[src/rtl/pwr_pkg.sv]
package pwr_pkg;
   typedef enum logic [1:0] {
      PS_SLEEP = 2'd0,
      PS_AWAKE = 2'd1,
      PS_IDLE  = 2'd2
   } pwr_state_e;

   localparam logic [7:0] STAT_CLEAR = 8'h00;
   localparam logic [7:0] STAT_WOKE  = 8'h11;
   localparam logic [7:0] STAT_RETRY = 8'hFF;
   localparam logic [7:0] STAT_EXEC  = 8'h0F;
endpackage

[src/rtl/pwr_wd_counter.sv]
module pwr_wd_counter #(
   parameter int WD_CYCLES = 1024,
   localparam int CW = $clog2(WD_CYCLES)
) (
   input  logic          clk,
   input  logic          rst_n,
   input  logic          active_i,
   input  logic          keep_i,
   output logic          expire_o,
   output logic [CW-1:0] count_o
);
   localparam logic [CW-1:0] LAST = CW'(WD_CYCLES - 1);

   generate
      if (WD_CYCLES < 2) begin : g_bad_interval
         $error("WD_CYCLES must be at least 2");
      end
   endgenerate

   logic [CW-1:0] cnt_q;

   always_ff @(posedge clk or negedge rst_n) begin
      if (!rst_n)      cnt_q <= '0;
      else if (keep_i) cnt_q <= cnt_q + 1'b1;
      else             cnt_q <= '0;
   end

   assign expire_o = active_i && (cnt_q == LAST);
   assign count_o  = cnt_q;


   wd_rest_zero_chk: assert property (@(posedge clk) disable iff (!rst_n)
      !active_i |-> cnt_q == '0);

   wd_range_chk: assert property (@(posedge clk) disable iff (!rst_n)
      cnt_q <= LAST);
endmodule

[src/rtl/pwr_req_decode.sv]
module pwr_req_decode #(
   parameter int               WA_W     = 8,
   parameter logic [WA_W-1:0]  SLEEP_WA = 'h01,
   parameter logic [WA_W-1:0]  IDLE_WA  = 'h02
) (
   input  logic            clk,
   input  logic            rst_n,
   input  logic            flush_i,
   input  logic            wa_valid_i,
   input  logic [WA_W-1:0] wa_byte_i,
   input  logic            stop_i,
   output logic            sleep_req_o,
   output logic            idle_req_o
);
   generate
      if (SLEEP_WA == IDLE_WA) begin : g_bad_codes
         $error("sleep and idle word addresses must differ");
      end
   endgenerate

   logic [WA_W-1:0] wa_q;
   logic            have_q;

   always_ff @(posedge clk or negedge rst_n) begin
      if (!rst_n) begin
         wa_q   <= '0;
         have_q <= 1'b0;
      end else if (flush_i || stop_i) begin
         have_q <= 1'b0;
      end else if (wa_valid_i) begin
         wa_q   <= wa_byte_i;
         have_q <= 1'b1;
      end
   end

   assign sleep_req_o = stop_i && have_q && (wa_q == SLEEP_WA);
   assign idle_req_o  = stop_i && have_q && (wa_q == IDLE_WA);
endmodule

[src/rtl/pwr_status.sv]
module pwr_status
   import pwr_pkg::*;
(
   input  logic       clk,
   input  logic       rst_n,
   input  logic       awake_i,
   input  logic       enter_sleep_i,
   input  logic       wake_acc_i,
   input  logic       rx_err_i,
   input  logic       exec_err_i,
   output logic [7:0] status_o
);
   logic [7:0] stat_q;

   always_ff @(posedge clk or negedge rst_n) begin
      if (!rst_n)                      stat_q <= STAT_CLEAR;
      else if (enter_sleep_i)          stat_q <= STAT_CLEAR;
      else if (wake_acc_i)             stat_q <= STAT_WOKE;
      else if (awake_i && rx_err_i)    stat_q <= STAT_RETRY;
      else if (awake_i && exec_err_i)  stat_q <= STAT_EXEC;
   end

   assign status_o = stat_q;


   retry_wins_chk: assert property (@(posedge clk) disable iff (!rst_n)
      (awake_i && rx_err_i && !enter_sleep_i) |=> stat_q == STAT_RETRY);
endmodule

[src/rtl/pwr_wdog_ctrl.sv]
module pwr_wdog_ctrl
   import pwr_pkg::*;
#(
   parameter int              WD_CYCLES = 1024,
   parameter int              WA_W      = 8,
   parameter logic [WA_W-1:0] SLEEP_WA  = 'h01,
   parameter logic [WA_W-1:0] IDLE_WA   = 'h02,
   localparam int             CW        = $clog2(WD_CYCLES)
) (
   input  logic            clk,
   input  logic            rst_n,
   input  logic            wake_i,
   input  logic            wa_valid_i,
   input  logic [WA_W-1:0] wa_byte_i,
   input  logic            stop_i,
   input  logic            busy_i,
   input  logic            rx_err_i,
   input  logic            exec_err_i,
   input  logic            key_copy_i,
   output logic [1:0]      state_o,
   output logic [CW-1:0]   wd_count_o,
   output logic            sleep_clear_o,
   output logic            retain_o,
   output logic            key_drop_o,
   output logic [7:0]      status_o
);
   pwr_state_e st_q, st_nxt;
   logic expire, sleep_req, idle_req;
   logic enter_sleep, enter_idle, wake_acc;
   logic clr_q, kdrop_q;

   pwr_req_decode #(.WA_W(WA_W), .SLEEP_WA(SLEEP_WA), .IDLE_WA(IDLE_WA)) u_dec (
      .clk(clk), .rst_n(rst_n), .flush_i(st_q != PS_AWAKE),
      .wa_valid_i(wa_valid_i), .wa_byte_i(wa_byte_i), .stop_i(stop_i),
      .sleep_req_o(sleep_req), .idle_req_o(idle_req));

   always_comb begin
      st_nxt = st_q;
      unique case (st_q)
         PS_SLEEP, PS_IDLE: if (wake_i) st_nxt = PS_AWAKE;
         PS_AWAKE: begin
            if (expire)                      st_nxt = PS_SLEEP;
            else if (!busy_i && sleep_req)   st_nxt = PS_SLEEP;
            else if (!busy_i && idle_req)    st_nxt = PS_IDLE;
         end
         default: st_nxt = PS_SLEEP;
      endcase
   end

   assign enter_sleep = (st_q == PS_AWAKE) && (st_nxt == PS_SLEEP);
   assign enter_idle  = (st_q == PS_AWAKE) && (st_nxt == PS_IDLE);
   assign wake_acc    = (st_q != PS_AWAKE) && (st_nxt == PS_AWAKE);

   pwr_wd_counter #(.WD_CYCLES(WD_CYCLES)) u_wd (
      .clk(clk), .rst_n(rst_n),
      .active_i(st_q == PS_AWAKE),
      .keep_i((st_q == PS_AWAKE) && (st_nxt == PS_AWAKE)),
      .expire_o(expire), .count_o(wd_count_o));

   pwr_status u_stat (
      .clk(clk), .rst_n(rst_n), .awake_i(st_q == PS_AWAKE),
      .enter_sleep_i(enter_sleep), .wake_acc_i(wake_acc),
      .rx_err_i(rx_err_i), .exec_err_i(exec_err_i), .status_o(status_o));

   always_ff @(posedge clk or negedge rst_n) begin
      if (!rst_n) begin
         st_q    <= PS_SLEEP;
         clr_q   <= 1'b0;
         kdrop_q <= 1'b0;
      end else begin
         st_q    <= st_nxt;
         clr_q   <= enter_sleep;
         kdrop_q <= enter_idle && key_copy_i;
      end
   end

   assign state_o       = st_q;
   assign sleep_clear_o = clr_q;
   assign retain_o      = (st_q == PS_IDLE);
   assign key_drop_o    = kdrop_q;


   expire_to_sleep_chk: assert property (@(posedge clk) disable iff (!rst_n)
      expire |=> (state_o == PS_SLEEP) && sleep_clear_o);

   busy_hold_chk: assert property (@(posedge clk) disable iff (!rst_n)
      (state_o == PS_AWAKE && busy_i && !expire) |=> state_o == PS_AWAKE);

   wake_status_chk: assert property (@(posedge clk) disable iff (!rst_n)
      (state_o != PS_AWAKE && wake_i) |=> (status_o == STAT_WOKE) && (wd_count_o == '0));

   clear_pulse_chk: assert property (@(posedge clk) disable iff (!rst_n)
      sleep_clear_o |=> !sleep_clear_o);

   key_drop_chk: assert property (@(posedge clk) disable iff (!rst_n)
      key_drop_o |-> (state_o == PS_IDLE) && $past(key_copy_i));
endmodule

[config.mk]
export PLATFORM = sky130hd
export DESIGN_NAME = pwr_wdog_ctrl
export DESIGN_NICKNAME = d
export VERILOG_FILES = /design/src/rtl/pwr_pkg.sv /design/src/rtl/pwr_wd_counter.sv /design/src/rtl/pwr_req_decode.sv /design/src/rtl/pwr_status.sv /design/src/rtl/pwr_wdog_ctrl.sv
export SDC_FILE = /design/constraint.sdc
export NUM_CORES = 1
export LEC_CHECK = 0
export ABC_CLOCK_PERIOD_IN_PS = 3400
export BUFFER_PORTS_ARGS = -buffer_cell sky130_fd_sc_hd__buf_2
export CAP_MARGIN = 25
export CORE_MARGIN = 2
export CORE_UTILIZATION = 35
export DETAILED_ROUTE_END_ITERATION = 12
export PLACE_DENSITY = 0.64
export SLEW_MARGIN = 20
export SYNTH_ARGS = -nofsm -noshare
export SYNTH_HDL_FRONTEND = slang
export SYNTH_SLANG_ARGS = --single-unit
[constraint.sdc]
create_clock -name clk -period 3.4 [get_ports clk]
set_input_delay 0.17 -clock clk [delete_from_list [all_inputs] [get_ports clk]]
set_output_delay 0.17 -clock clk [all_outputs]
set_load 0.03 [all_outputs]
==> results.py <==
metrics = {
    "synthesis": {
        "ys.warnings.count": 0,
        "synth.most_common_cell": "dfrtp_1",
        "synthFlopType": "dfrtp_1",
        "synthArstFlopShare_pct": 100,
        "synthTopCellsByArea": "dfrtp_1 (55%), mux2_2 (6.4%), xor2_1 (5.0%), nor2_1 (4.6%), buf_4 (3.0%)",
        "synth_commonest_cells": "dfrtp_1 (27), nor2_1 (15), mux2_2 (7), xor2_1 (7), nand3_1 (6)",
        "synth.top_cell.area_share_pct": 54.8,
        "synth_seq_cells": 27,
        "synth_edf_count": 0,
        "synth_nets": 127,
        "synth_cell_types": 31,
        "syn_area_um2": 1230,
        "synth_top_area_cell": "dfrtp_1",
        "syn_inst": 109,
        "syn_area_per_cell_um2": 11.3,
        "synth_seq_area_share_pct": 54.8,
    },
    "clock_network": {
        "cts_tree": "built",
        "cts_sinks": 27,
        "cts_htree_levels": 1,
        "ctsResizeCount": 0,
        "cts_buffers": 3,
        "cts_setup_buffers": 0,
        "ctsHoldBuffers": 1,
        "clk_latency_ns": 0.33,
        "clock_path_buffers": 2,
        "root_buffer": "clkbuf_4",
        "cts.clk_slew.worst_paths_ns": 0.15,
    },
    "final_layout": {
        "fillers": 350,
        "multi_input_area_um2": 489,
        "layout-drive-gt1-share_pct": 34.7,
        "nets": 166,
        "syn2layout_area_growth_pct": 19.8,
        "seqCellArea_um2": 676,
        "antennaDiodeCount": 0,
    },
    "floorplan": {
        "ios": 40,
        "start_util_pct": 36.6,
        "core_um2": 3360,
        "num_rows": 21,
        "dieHeight_um": 63.3,
        "dieWidth_um": 63.3,
        "die-area_um2": 4010,
    },
    "worst_setup_path": {
        "critPathRequiredTime_ns": 3.61,
        "critPathMaxFanout": 11,
        "start_kind": "flop",
        "cp_data_arrival_time_ns": 2.12,
        "crit_type": "flop to flop",
        "cp-end-kind": "flop",
    },
    "route": {
        "remaining_drc_errors": 0,
        "wl_mm": 2.33,
        "antenna_left": 0,
        "via_count": 928,
        "drt-pass1-iter-count": 4,
        "wl_per_cell_um": 12.0,
        "via_per_inst": 4.81,
        "drt-initial-drc-count": 11,
    },
    "timing": {
        "max_slew_margin_pct": 49.7,
        "setup_viol": 0,
        "min_period_ns": 1.91,
        "fin_crit_sh_pct": 56.2,
        "rsz0062_at_grt": "false",
        "fin_skew_ns": 0.00983,
        "report.final.slew_viol_count": 0,
        "setup_ws_ns": 1.49,
        "clock.fmax_ghz": 0.523,
        "final_hold_viol_count": 0,
        "timing_worst_slew_pin_value_ns": 0.750,
        "fin_tns_setup_ns": 0,
    },
    "placement": {
        "dpl.hpwl_mm": 1.74,
        "routabilityCongestion": 0.707,
        "io_buffers": 39,
        "dpl_worst_slack_ns": 1.52,
    },
    "min_path": {
        "hold_class": "primary input to flop",
    },
    "power": {
        "power_density_nw_per_um2": 692,
        "total_power_uw": 1020,
        "peakVddDrop_mv": 0.415,
        "leakagePower_uw": 0.000731,
    },
    "global_routing": {
        "grt_pass1_wl_mm": 4.10,
        "grt_overflow": 0,
        "grtUsageTotal_pct": 12.8,
        "grt_max_degree": 28,
        "grt_pass1_vias": 917,
        "antenna_found_initial": 0,
    },
    "status": {
        "outcome": "complete, no violations",
    },
    "flow_run": {
        "drv_cap": 0,
    },
}
## sequential cells by signal, indices dropped and copies added, names as in the netlist
signal,flops
u_stat.status_o,4
u_wd.count_o,10
u_dec.wa_q,8
u_dec.have_q,1
state_o,2
sleep_clear_o,1
key_drop_o,1
## placed cells by master, fill, tap and decap left out, types with 3 or more instances in the layout
| cell type | synthesis | routed |
|---|---|---|
| buf_2 | 0 | 39 |
| nand4_1 | 3 | 3 |
| inv_1 | 5 | 5 |
| dfrtp_1 | 27 | 27 |
| nand2b_1 | 4 | 4 |
| clkbuf_4 | 0 | 3 |
| mux2_2 | 7 | 7 |
| and4_1 | 3 | 3 |
| nand3_1 | 6 | 6 |
| nor2_1 | 15 | 15 |
| nand2_1 | 4 | 4 |
| xor2_1 | 7 | 7 |
## cell families after synthesis
group / synth area share (%)
buffers and inverters: 5.48
adder cells (fa/ha/maj): 1.02
AND/OR/NAND/NOR: 19.3
multiplexers: 7.31
flip-flops: 54.8
AO/OA/AOI/OAI: 5.69
XOR/XNOR: 6.40
## path summary, 6_finish.rpt
path | startpoint | endpoint | slack, ns | cells past startpoint
max | u_dec.wa_q[5]$_DFFE_PN0P_ | state_o[0]$_DFF_PN0_ | 1.49 | 4
min | key_copy_i | key_drop_o$_DFF_PN0_ | 0.03 | 3
max reg2reg | u_dec.wa_q[5]$_DFFE_PN0P_ | state_o[0]$_DFF_PN0_ | 1.49 | 4
min reg2reg | u_dec.wa_q[6]$_DFFE_PN0P_ | u_dec.wa_q[6]$_DFFE_PN0P_ | 0.50 | 1
max in group asynchronous | rst_n | state_o[1]$_DFF_PN0_ | 2.65 | 2
min in group asynchronous | rst_n | u_dec.wa_q[7]$_DFFE_PN0P_ | 0.35 | 2
## worst max-delay path: stages, from the launching register on
cell and delay (ns):
dfrtp_1 0.41, nor4_1 0.46, nand3_1 0.17, o21ai_1 0.64, nand2_1 0.11
## power breakdown
part           internal [µW]  switching [µW]
clock network           45.1            98.8
registers                400            78.5
logic                    140             258
total                    585             436
## final cells by class
type	count	area share, %
Tap cell	46	3.90
Multi-Input combinational cell	71	33.1
Sequential cell	27	45.8
Clock buffer	3	1.53
Inverter	5	1.27
Clock inverter	1	0.508
Timing Repair Buffer	40	13.9
## per-stage QoR
| step | cells | utilization, % | instance area (µm²) | hold WS [ns] |
|---|---|---|---|---|
| 6_report | 193 | 43.9 | 1480 | 0.0314 |
| 3_5_place_dp | 188 | 42.7 | 1440 | 0.216 |
| 3_3_place_gp | 188 | 42.7 | 1440 | 0.203 |
| 2_1_floorplan | 109 | - | 1230 | -0.126 |
| 5_1_grt | 193 | 43.9 | 1480 | 0.0173 |
| 4_1_cts | 193 | 43.9 | 1480 | 0.0128 |
## layer usage
metal  global-route usage, %  vias up  routed length, µm
met1                    16.0      453               1030
li1                        -      446                  -
met3                    1.79        5                111
met5                       0        -                  0
met4                    6.52        0                 49
met2                    21.7       24               1140
(Power assumes the default switching activity.)
